==> src/rtl/iqsym_pkg.sv <==
// Shared widths and register addresses of the IQ symbol generator.
package iqsym_pkg;
    localparam int SAMPLE_W = 12;   // width of one I or Q word
    localparam int TBL_AW   = 4;    // table index width (16 entries)
    localparam int RATIO_W  = 8;    // bit-rate ratio register width
    localparam int MAX_BPS  = 3;    // largest group width in bits
    localparam int LFSR_W   = 15;   // internal sequence register width
    localparam logic [LFSR_W-1:0] LFSR_SEED = 15'h5A3C;

    localparam int ADDR_W   = TBL_AW + 1;
    localparam int BPS_W    = $clog2(MAX_BPS + 1);

    localparam logic [ADDR_W-1:0] A_RATIO = 5'h00;
    localparam logic [ADDR_W-1:0] A_BPS   = 5'h01;
    localparam logic [ADDR_W-1:0] A_BASE  = 5'h02;
    localparam logic [ADDR_W-1:0] A_SRC   = 5'h03;
endpackage

==> src/rtl/iqsym_cfg.sv <==
// Parameter registers and the I/Q table.
// Writes are accepted only while cfg_mode is high; the table has a
// combinational read port indexed by the datapath.
module iqsym_cfg #(
    parameter int SW  = iqsym_pkg::SAMPLE_W,
    parameter int AW  = iqsym_pkg::TBL_AW,
    parameter int RW  = iqsym_pkg::RATIO_W,
    parameter int BW  = iqsym_pkg::BPS_W
) (
    input  logic            clk,
    input  logic            rst_n,
    input  logic            cfg_mode,
    input  logic            reg_we,
    input  logic [AW:0]     reg_addr,
    input  logic [2*SW-1:0] reg_wdata,
    input  logic [AW-1:0]   rd_idx,
    output logic [RW-1:0]   ratio,
    output logic [BW-1:0]   bps,
    output logic [AW-1:0]   base,
    output logic            ext_sel,
    output logic [2*SW-1:0] rd_entry
);
    localparam int DEPTH = 1 << AW;

    logic [2*SW-1:0] tbl [DEPTH];
    logic            wr_ok;

    assign wr_ok    = reg_we && cfg_mode;
    assign rd_entry = tbl[rd_idx];

    // Parameter register writes, configuration state only.
    always_ff @(posedge clk) begin
        if (!rst_n) begin
            ratio   <= RW'(2);
            bps     <= BW'(1);
            base    <= '0;
            ext_sel <= 1'b0;
        end else if (wr_ok && !reg_addr[AW]) begin
            case (reg_addr)
                iqsym_pkg::A_RATIO: ratio   <= reg_wdata[RW-1:0];
                iqsym_pkg::A_BPS:   bps     <= reg_wdata[BW-1:0];
                iqsym_pkg::A_BASE:  base    <= reg_wdata[AW-1:0];
                iqsym_pkg::A_SRC:   ext_sel <= reg_wdata[0];
                default: ;
            endcase
        end
    end

    // Table entry writes, configuration state only.
    always_ff @(posedge clk) begin
        if (!rst_n) begin
            for (int n = 0; n < DEPTH; n++) tbl[n] <= '0;
        end else if (wr_ok && reg_addr[AW]) begin
            tbl[reg_addr[AW-1:0]] <= reg_wdata;
        end
    end

    AST_CFG_FROZEN: assert property (@(posedge clk) disable iff (!rst_n)
        !$past(cfg_mode) |-> $stable({ratio, bps, base, ext_sel}));
endmodule

==> src/rtl/iqsym_bitsrc.sv <==
// Bit source: internal maximal-length sequence or external pin.
// Assumes ext_bit is synchronous to clk. The sequence steps on each
// bit tick, and the bit it produces is the feedback value.
module iqsym_bitsrc #(
    parameter int                LW   = iqsym_pkg::LFSR_W,
    parameter logic [LW-1:0]     SEED = iqsym_pkg::LFSR_SEED
) (
    input  logic clk,
    input  logic rst_n,
    input  logic tick,
    input  logic ext_sel,
    input  logic ext_bit,
    output logic bit_out
);
    logic [LW-1:0] lfsr;
    logic          fb;

    assign fb      = lfsr[LW-1] ^ lfsr[LW-2];
    assign bit_out = ext_sel ? ext_bit : fb;

    // Advance the sequence once per bit period.
    always_ff @(posedge clk) begin
        if (!rst_n)    lfsr <= SEED;
        else if (tick) lfsr <= {lfsr[LW-2:0], fb};
    end

    AST_LFSR_LIVE: assert property (@(posedge clk) disable iff (!rst_n)
        lfsr != '0);
endmodule

==> src/rtl/iqsym_framer.sv <==
// Bit-period divider and serial-to-parallel symbol grouping.
// Cleared whenever run is low. A ratio below 2 acts as 2; a group
// width of 0 acts as 1. The first bit of a group is its MSB.
module iqsym_framer #(
    parameter int RW   = iqsym_pkg::RATIO_W,
    parameter int MAXB = iqsym_pkg::MAX_BPS,
    parameter int BW   = iqsym_pkg::BPS_W
) (
    input  logic            clk,
    input  logic            rst_n,
    input  logic            run,
    input  logic [RW-1:0]   ratio,
    input  logic [BW-1:0]   bps,
    input  logic            bit_in,
    output logic            tick,
    output logic            sym_done,
    output logic [MAXB-1:0] sym
);
    logic [RW-1:0]   period;
    logic [RW-1:0]   cnt;
    logic [BW-1:0]   bps_eff;
    logic [BW-1:0]   nbits;
    logic [BW-1:0]   nb_next;
    logic [MAXB-1:0] shreg;

    assign period   = (ratio < RW'(2)) ? RW'(2) : ratio;
    assign bps_eff  = (bps == '0) ? BW'(1) : bps;
    assign tick     = run && (cnt == period - RW'(1));
    assign nb_next  = nbits + BW'(1);
    assign sym      = {shreg[MAXB-2:0], bit_in};
    assign sym_done = tick && (nb_next == bps_eff);

    // Count clocks within a bit period.
    always_ff @(posedge clk) begin
        if (!rst_n || !run) cnt <= '0;
        else if (tick)      cnt <= '0;
        else                cnt <= cnt + RW'(1);
    end

    // Collect bits into the current group.
    always_ff @(posedge clk) begin
        if (!rst_n || !run) begin
            nbits <= '0;
            shreg <= '0;
        end else if (sym_done) begin
            nbits <= '0;
            shreg <= '0;
        end else if (tick) begin
            nbits <= nb_next;
            shreg <= sym;
        end
    end

    AST_BIT_PERIOD_MIN: assert property (@(posedge clk) disable iff (!rst_n)
        tick |=> !tick);
    AST_SYM_WIDTH: assert property (@(posedge clk) disable iff (!rst_n)
        sym_done |-> ((sym >> bps_eff) == '0));
endmodule

==> src/rtl/iqsym_gen.sv <==
// IQ symbol generator top. Adds the symbol to the base index, looks
// up the I/Q pair, and issues I then Q on a shared bus with one strobe
// each. Assumes register writes occur with cfg_mode high; the table is
// therefore stable while the pair is read over two cycles.
module iqsym_gen #(
    parameter int SW   = iqsym_pkg::SAMPLE_W,
    parameter int AW   = iqsym_pkg::TBL_AW,
    parameter int RW   = iqsym_pkg::RATIO_W,
    parameter int MAXB = iqsym_pkg::MAX_BPS
) (
    input  logic            clk,
    input  logic            rst_n,
    input  logic            cfg_mode,
    input  logic            reg_we,
    input  logic [AW:0]     reg_addr,
    input  logic [2*SW-1:0] reg_wdata,
    input  logic            ext_bit,
    output logic [SW-1:0]   tx_word,
    output logic            tx_wr_i,
    output logic            tx_wr_q
);
    localparam int BW = $clog2(MAXB + 1);

    logic            run;
    logic [RW-1:0]   ratio;
    logic [BW-1:0]   bps;
    logic [AW-1:0]   base;
    logic            ext_sel;
    logic [2*SW-1:0] entry;
    logic            tick;
    logic            src_bit;
    logic            sym_done;
    logic [MAXB-1:0] sym;
    logic [AW-1:0]   idx_q;
    logic            go_i;

    assign run = !cfg_mode;

    iqsym_cfg #(.SW(SW), .AW(AW), .RW(RW), .BW(BW)) u_cfg (
        .clk(clk), .rst_n(rst_n), .cfg_mode(cfg_mode), .reg_we(reg_we),
        .reg_addr(reg_addr), .reg_wdata(reg_wdata), .rd_idx(idx_q),
        .ratio(ratio), .bps(bps), .base(base), .ext_sel(ext_sel),
        .rd_entry(entry)
    );

    iqsym_bitsrc u_src (
        .clk(clk), .rst_n(rst_n), .tick(tick), .ext_sel(ext_sel),
        .ext_bit(ext_bit), .bit_out(src_bit)
    );

    iqsym_framer #(.RW(RW), .MAXB(MAXB), .BW(BW)) u_frm (
        .clk(clk), .rst_n(rst_n), .run(run), .ratio(ratio), .bps(bps),
        .bit_in(src_bit), .tick(tick), .sym_done(sym_done), .sym(sym)
    );

    // Latch the table index of each finished symbol and sequence strobes.
    always_ff @(posedge clk) begin
        if (!rst_n || cfg_mode) begin
            idx_q   <= '0;
            go_i    <= 1'b0;
            tx_wr_i <= 1'b0;
            tx_wr_q <= 1'b0;
            tx_word <= '0;
        end else begin
            if (sym_done) idx_q <= base + AW'(sym);
            go_i    <= sym_done;
            tx_wr_i <= go_i;
            tx_wr_q <= tx_wr_i;
            if (go_i)         tx_word <= entry[2*SW-1:SW];
            else if (tx_wr_i) tx_word <= entry[SW-1:0];
            else              tx_word <= '0;
        end
    end

    AST_STROBE_EXCL: assert property (@(posedge clk) disable iff (!rst_n)
        !(tx_wr_i && tx_wr_q));
    AST_Q_FOLLOWS_I: assert property (@(posedge clk) disable iff (!rst_n)
        (tx_wr_i && !cfg_mode) |=> tx_wr_q);
    AST_Q_NEEDS_I: assert property (@(posedge clk) disable iff (!rst_n)
        tx_wr_q |-> $past(tx_wr_i));
    AST_BUS_IDLE_ZERO: assert property (@(posedge clk) disable iff (!rst_n)
        (!tx_wr_i && !tx_wr_q) |-> (tx_word == '0));
    AST_CFG_QUIET: assert property (@(posedge clk) disable iff (!rst_n)
        $past(cfg_mode) |-> (!tx_wr_i && !tx_wr_q && tx_word == '0));
endmodule

==> config.mk <==
export PLATFORM = sky130hd
export DESIGN_NAME = iqsym_gen
export DESIGN_NICKNAME = d
export VERILOG_FILES = /design/src/rtl/iqsym_pkg.sv /design/src/rtl/iqsym_cfg.sv /design/src/rtl/iqsym_bitsrc.sv /design/src/rtl/iqsym_framer.sv /design/src/rtl/iqsym_gen.sv
export SDC_FILE = /design/constraint.sdc
export NUM_CORES = 1
export LEC_CHECK = 0
export ABC_AREA = 1
export ABC_CLOCK_PERIOD_IN_PS = 4600
export BUFFER_PORTS_ARGS = -buffer_cell sky130_fd_sc_hd__buf_2
export CAP_MARGIN = 0
export CORE_AREA = 2 2 168 203
export DETAILED_ROUTE_END_ITERATION = 8
export DIE_AREA = 0 0 170 205
export GPL_TIMING_DRIVEN = 0
export PLACE_DENSITY = 0.81
export SYNTH_ARGS = -nofsm -noshare
export SYNTH_HDL_FRONTEND = slang
export SYNTH_SLANG_ARGS = --single-unit
export TNS_END_PERCENT = 1
==> constraint.sdc <==
create_clock -name clk -period 4.6 [get_ports clk]
set_input_delay 0.69 -clock clk [delete_from_list [all_inputs] [get_ports clk]]
set_output_delay 0.69 -clock clk [all_outputs]
set_load 0.05 [all_outputs]
==> metrics.cfg, run 1 <==
[yosys]
yosys.area_share.xor_xnor_pct=0.406
synthMuxAreaShare_pct=0.0579
synth_adder_area_share_pct=0.425
syn-num-nets=1935
synth-compound-area-share_pct=11.6
synth_top_family_by_area=simple AND/OR/NAND/NOR gates
yosysWarnings=0
ys_top_cells_by_area=edfxtp_1 59%, nor2_1 12%, dfxtp_1 6.7%
yosysTopAreaCell=edfxtp_1
ys_ff_latch=449
yosys.area_share.simple_pct=17.2
syn_area_sq_mm=0.0194
synth.top_cell.area_share_pct=59.3
syn_inst=1895
avgSynthCellArea_sq_um=10.3
ys_types=36
synth-seq-area-share_pct=66.0

[place]
io_buffers=46
place_area_sq_mm=0.0202
place.detailed.instances=2353
globalplace.congestion=0.976
hpwl_um=42100

[grt]
first_global_vias=15902
use_met3_pct=9.20
antenna_found_initial=0
grt_use_met1_pct=44.2
grt_pass1_wl_um=94400
grt_usage_pct=37.4
top_usage_layer=met2
overflow=0
grt_max_degree=25
grtUsageMet2_pct=58.9

[hold_path]
hold_class=input port to flip-flop

[drt]
viasPerCell=6.67
wire_per_inst_um=26.5
drt-initial-drc-count=2767
firstDrtPassIters=6
detail-route-antenna-nets=0
drc_errors=0
totalWireLength_um=64500
vias=16230

[cells_and_area]
final_util_pct=66.1
multi_input_comb_area_sq_mm=0.00576
stdcell_count=2434
fill_cells=2444
area_growth_pct=11.9
final_area_sq_mm=0.0217
diodes=0
drive_gt1_share_pct=8.36
final-seq-area_sq_mm=0.0128
nets=2028

[power_and_ir_drop]
power_density_mw_per_mm2=410
power.leakage_nw=8.07
ir_drop_mv=0.281

[timing]
finClkSkew_ps=6.36
tightest_slew_ps=1440
fin_tns_setup_ps=0
relSlewSlack_pct=3.71
period_needed_ps=3380
fmax_mhz=295
hold_violations=0
grt_setup_unrepaired=false
whs_ps=397
slew_viol_final=0
finalCritPeriodShare_pct=73.6
setup_violations=0

[floorplan]
core_area_sq_mm=0.0329
dieHeight_um=205
die_w_um=170
start_util_pct=59.1
dieArea_sq_mm=0.0349
fp-row-count=73
ios=48

[clocking]
cts.htree.levels=2
clk_pin_slew_ps=60
cts_tree=yes
clk_path_buf_depth=3
cts_sinks=449
cts_resized=0
post_cts_buffers=0
root_buffer=clkbuf_16
cts_buffers=44
cts_hold_buf=0
insertion_delay_ps=550

[critical_path]
crit_path_end_kind=flip-flop
required_ps=4750
criticalPathCategory=input port to flip-flop
crit_arrival_ps=3530
start_kind=input port
critPathMaxFanout=24

[status]
outcome=finished clean

[flow_run]
cap_violations=0

[per-layer routing]
metal,wire [um],vias up
met5,0,-
met4,6270,0
met3,8920,420
met2,28700,1495
met1,20600,7542
li1,-,6773
[synth_stat cells]
cell type and count:
a311oi_1 1, o21ai_1 7, nor2_4 1, nor2_2 2
xnor2_1 1, nand4_1 2, nor3_4 1, clkinv_1 9
nor3b_1 2, nand3_2 3, buf_2 29, nand2_4 1
mux2_2 1, fa_1 1, a32o_1 1, edfxtp_1 384
inv_1 57, nor3_2 3, o221ai_1 66, dfxtp_1 65
inv_2 3, o22ai_1 30, ha_1 5, o21ai_0 214
nand3_1 54, nand2_2 3, xor2_1 8, nor2_1 619
o211ai_1 29, nor4_4 1, nand2_1 149, clkbuf_1 110
buf_4 3, a21oi_1 28, buf_1 1, nor4_1 1
[critical path, stage by stage]
cell and delay (ps):
buf_2 190, inv_2 110, nor3_4 270, inv_2 90
nor3_2 240, nand2_1 300, clkbuf_1 470, nand2_1 1150
[final cells by class]
type / count / share of cell area, %
Buffer: 143 / 2.69
Clock buffer: 52 / 5.44
Clock inverter: 28 / 1.59
Inverter: 69 / 1.19
Multi-Input combinational cell: 1234 / 26.5
Sequential cell: 449 / 59.0
Tap cell: 412 / 2.37
Timing Repair Buffer: 47 / 1.19
[where the power goes]
group          internal (mW)  switching (mW)  total (mW)
sequential              4.60          0.0587        4.66
combinational         0.0810           0.332       0.413
clock                   2.29            1.55        3.84
[kinds of logic after synthesis]
| group | count (synthesis) |
|---|---|
| multiplexers | 1 |
| buffers and inverters | 212 |
| flip-flops | 449 |
| AND/OR/NAND/NOR | 842 |
| adder cells (fa/ha/maj) | 6 |
| XOR/XNOR | 9 |
| AO/OA/AOI/OAI | 376 |
[metrics by stage]
step	power (mW)	setup WS [ps]
after floorplan	4.95	1900
after global placement	5.11	814
after detailed placement	5.13	764
after CTS	8.83	1300
after global routing	9.04	1090
final	8.91	1220
[placed cells by master (no fill, tap or decap), types with 4 or more instances in the layout]
master     instances
edfxtp_1         384
ha_1               5
clkbuf_1         114
clkinv_2           9
clkinv_1          15
xor2_1             8
bufinv_16          8
nand3_1           54
o21ai_0          214
o211ai_1          29
buf_2             75
clkbuf_16         45
o22ai_1           30
nand2_1          148
o21ai_1            7
o221ai_1          66
inv_1             57
dfxtp_1           65
nand2_2            4
nor2_1           619
a21oi_1           28
[state kept, by name, summed over array words and instances, names as in the netlist, named ones only]
| name | count |
|---|---|
| u_cfg.tbl | 384 |
| u_frm.shreg | 2 |
| idx_q | 4 |
| u_frm.cnt | 8 |
| u_cfg.ext_sel | 1 |
| u_frm.nbits | 2 |
| u_cfg.base | 4 |
| go_i | 1 |
| u_cfg.ratio | 8 |
| tx_word | 12 |
| u_cfg.bps | 2 |
| tx_wr_i | 1 |
| tx_wr_q | 1 |
| u_src.lfsr | 15 |
[final timing paths]
kind,startpoint,to,slack (ps),depth (start not counted)
worst max-delay path,rst_n,u_cfg.tbl[11][1]$_SDFFCE_PN0P_,1220,8
worst min-delay path,reg_wdata[0],u_cfg.bps[0]$_SDFFE_PN1P_,400,3
worst max register to register,flip-flop,tx_word[6]$_SDFF_PP0_,1640,7
worst min register to register,u_src.lfsr[4]$_SDFFE_PN1P_,u_src.lfsr[4]$_SDFFE_PN1P_,460,2
Power figures use the tool's default switching activity.
==> inputs of run 2 (changes only) <==
--- a/config.mk
+++ b/config.mk
@@ -6,7 +6,7 @@
 export NUM_CORES = 1
 export LEC_CHECK = 0
 export ABC_AREA = 1
-export ABC_CLOCK_PERIOD_IN_PS = 4600
+export ABC_CLOCK_PERIOD_IN_PS = 3200
 export BUFFER_PORTS_ARGS = -buffer_cell sky130_fd_sc_hd__buf_2
 export CAP_MARGIN = 0
 export CORE_AREA = 2 2 168 203
==> constraint.sdc (replaced) <==
create_clock -name clk -period 3.2 [get_ports clk]
set_input_delay 0.48 -clock clk [delete_from_list [all_inputs] [get_ports clk]]
set_output_delay 0.48 -clock clk [all_outputs]
set_load 0.05 [all_outputs]
==> metrics.cfg, run 2 (synthesis gave the netlist of run 1 again) <==
[power_and_ir_drop]
p_int_mw=10.0
power_frac_clock_pct=43.1
power_density_mw_per_mm2=589
p_sw_share_pct=21.8
power.leakage_nw=8.07
seq_power_share_pct=52.3
combPwrFrac_pct=4.6
finalPower_mw=12.8
p_sw_mw=2.79
ir_drop_mv=0.402

[drt]
vias=16282
wire_per_inst_um=26.4
totalWireLength_um=64400
drc_errors=0
drt-initial-drc-count=2768
firstDrtPassIters=8
detail-route-antenna-nets=0
viasPerCell=6.69

[critical_path]
crit_end=u_cfg.tbl[1][8]$_SDFFCE_PN0P_
critPathMaxStageDelay_ps=1120
crit_path_end_kind=flip-flop
critPathMaxFanout=24
cp_num_buf_inv=3
crit_cells=6
timing.critical_path.from=rst_n
crit_family=simple AND/OR/NAND/NOR gates
start_kind=input port
required_ps=3140
crit_arrival_ps=3070
r2r-end=tx_word[5]$_SDFF_PP0_
worstRegToRegCells=7
criticalPathCategory=input port to flip-flop
path_cells=buf_2 > inv_2 > nor3_4 > nand3_1 > clkbuf_1 > nand2_1
r2r_slack_ps=260
crit_slowest_cell=nand2_1

[cells_and_area]
area_growth_pct=11.9
drive_gt1_share_pct=8.41
final_util_pct=66.1
nets=2028
stdcell_count=2434
fill_cells=2443
final_common_cell=nor2_1
multi_input_comb_area_sq_mm=0.00576
regMostFlops=u_cfg.tbl
reg.largest.list=u_cfg.tbl x384, u_src.lfsr x15, tx_word x12
diodes=0
final-seq-area_sq_mm=0.0128
final_area_sq_mm=0.0217
largest_register_ffs=384
layout_common_cells=619 x nor2_1, 384 x edfxtp_1, 214 x o21ai_0, 147 x nand2_1, 114 x clkbuf_1

[place]
io_buffers=46
hpwl_um=42100
globalplace.congestion=0.976
place_area_sq_mm=0.0202
place.detailed.instances=2353

[grt]
first_global_vias=15902
antenna_found_initial=0
overflow=0
grt_pass1_wl_um=94400
grt_max_degree=25
grt_usage_pct=37.4

[floorplan]
start_util_pct=59.1
core_area_sq_mm=0.0329
fp-row-count=73
dieHeight_um=205
ios=48
die_w_um=170
dieArea_sq_mm=0.0349

[clocking]
cts.htree.levels=2
cts_buffers=44
cts_tree=yes
root_buffer=clkbuf_16
post_cts_buffers=0
cts_sinks=449
cts_hold_buf=0
insertion_delay_ps=540
clk_path_buf_depth=3
clk_pin_slew_ps=60

[timing]
grt_setup_unrepaired=false
slew_viol_final=0
setup_violations=0
tightest_slew_ps=1440
hold_violations=0
relSlewSlack_pct=3.97
finalCritPeriodShare_pct=97.8
fin_tns_setup_ps=0
fmax_mhz=319
period_needed_ps=3130
finClkSkew_ps=10.6

[flow_run]
cap_violations=0

[hold_path]
hp-start=reg_wdata[0]
hold_class=input port to flip-flop

[status]
outcome=finished clean

-- run 2: worst min path at each step --
| stage | endpoint | depth (start not counted) | slack (ps) |
|---|---|---|---|
| floorplan | u_src.lfsr[11]$_SDFFE_PN1P_ | 2 | 430 |
| global placement | u_src.lfsr[5]$_SDFFE_PN1P_ | 2 | 440 |
| detailed placement | u_src.lfsr[4]$_SDFFE_PN1P_ | 2 | 440 |
| CTS | u_cfg.bps[0]$_SDFFE_PN1P_ | 3 | 190 |
| global route | u_cfg.bps[0]$_SDFFE_PN1P_ | 3 | 200 |
| finish | u_cfg.bps[0]$_SDFFE_PN1P_ | 3 | 190 |
-- run 2: power groups by stage --
| stage | Sequential, mW | Combinational [mW] | Clock [mW] |
|---|---|---|---|
| after floorplan | 6.79 | 0.325 | 0 |
| after global placement | 6.81 | 0.544 | 0 |
| after detailed placement | 6.82 | 0.559 | 0 |
| after CTS | 6.70 | 0.563 | 5.44 |
| after global routing | 6.72 | 0.621 | 5.66 |
| final | 6.70 | 0.592 | 5.52 |
-- run 2: final cells by class --
type / instances / share of cell area (%)
sequential: 449 / 59.0
multi-input combinational: 1234 / 26.5
clock buffer: 52 / 5.44
buffer: 143 / 2.69
tap: 412 / 2.37
clock inverter: 28 / 1.59
inverter: 69 / 1.19
timing repair buffer: 47 / 1.19
-- run 2: metal layers --
layer	vias to the layer above	wire length [um]	GRT usage, %
li1	6774	-	-
met4	0	6060	29.2
met5	-	0	0
met2	1503	28900	58.9
met1	7609	21000	44.2
met3	396	8430	9.20
-- run 2: repair_timing --
| action | CTS | global route |
|---|---|---|
| resized for setup | 0 | 1 |
| setup endpoints to repair | 0 | 24 |
| endpoints found under the hold margin | 0 | 0 |
-- run 2: metrics by stage --
step / hold WS, ps / setup WS [ps]
after CTS: 190 / 109
final: 189 / 69.7
after floorplan: 429 / 710
after detailed placement: 443 / -426
after global placement: 438 / -376
after global routing: 202 / 22.3
-- run 2: worst register-to-register path, stage by stage (launching register included) --
cell	delay [ps]
dfxtp_1	340
clkbuf_1	760
clkbuf_1	740
o221ai_1	460
o211ai_1	200
nand2_1	80
nand3_1	150
nand2_1	90
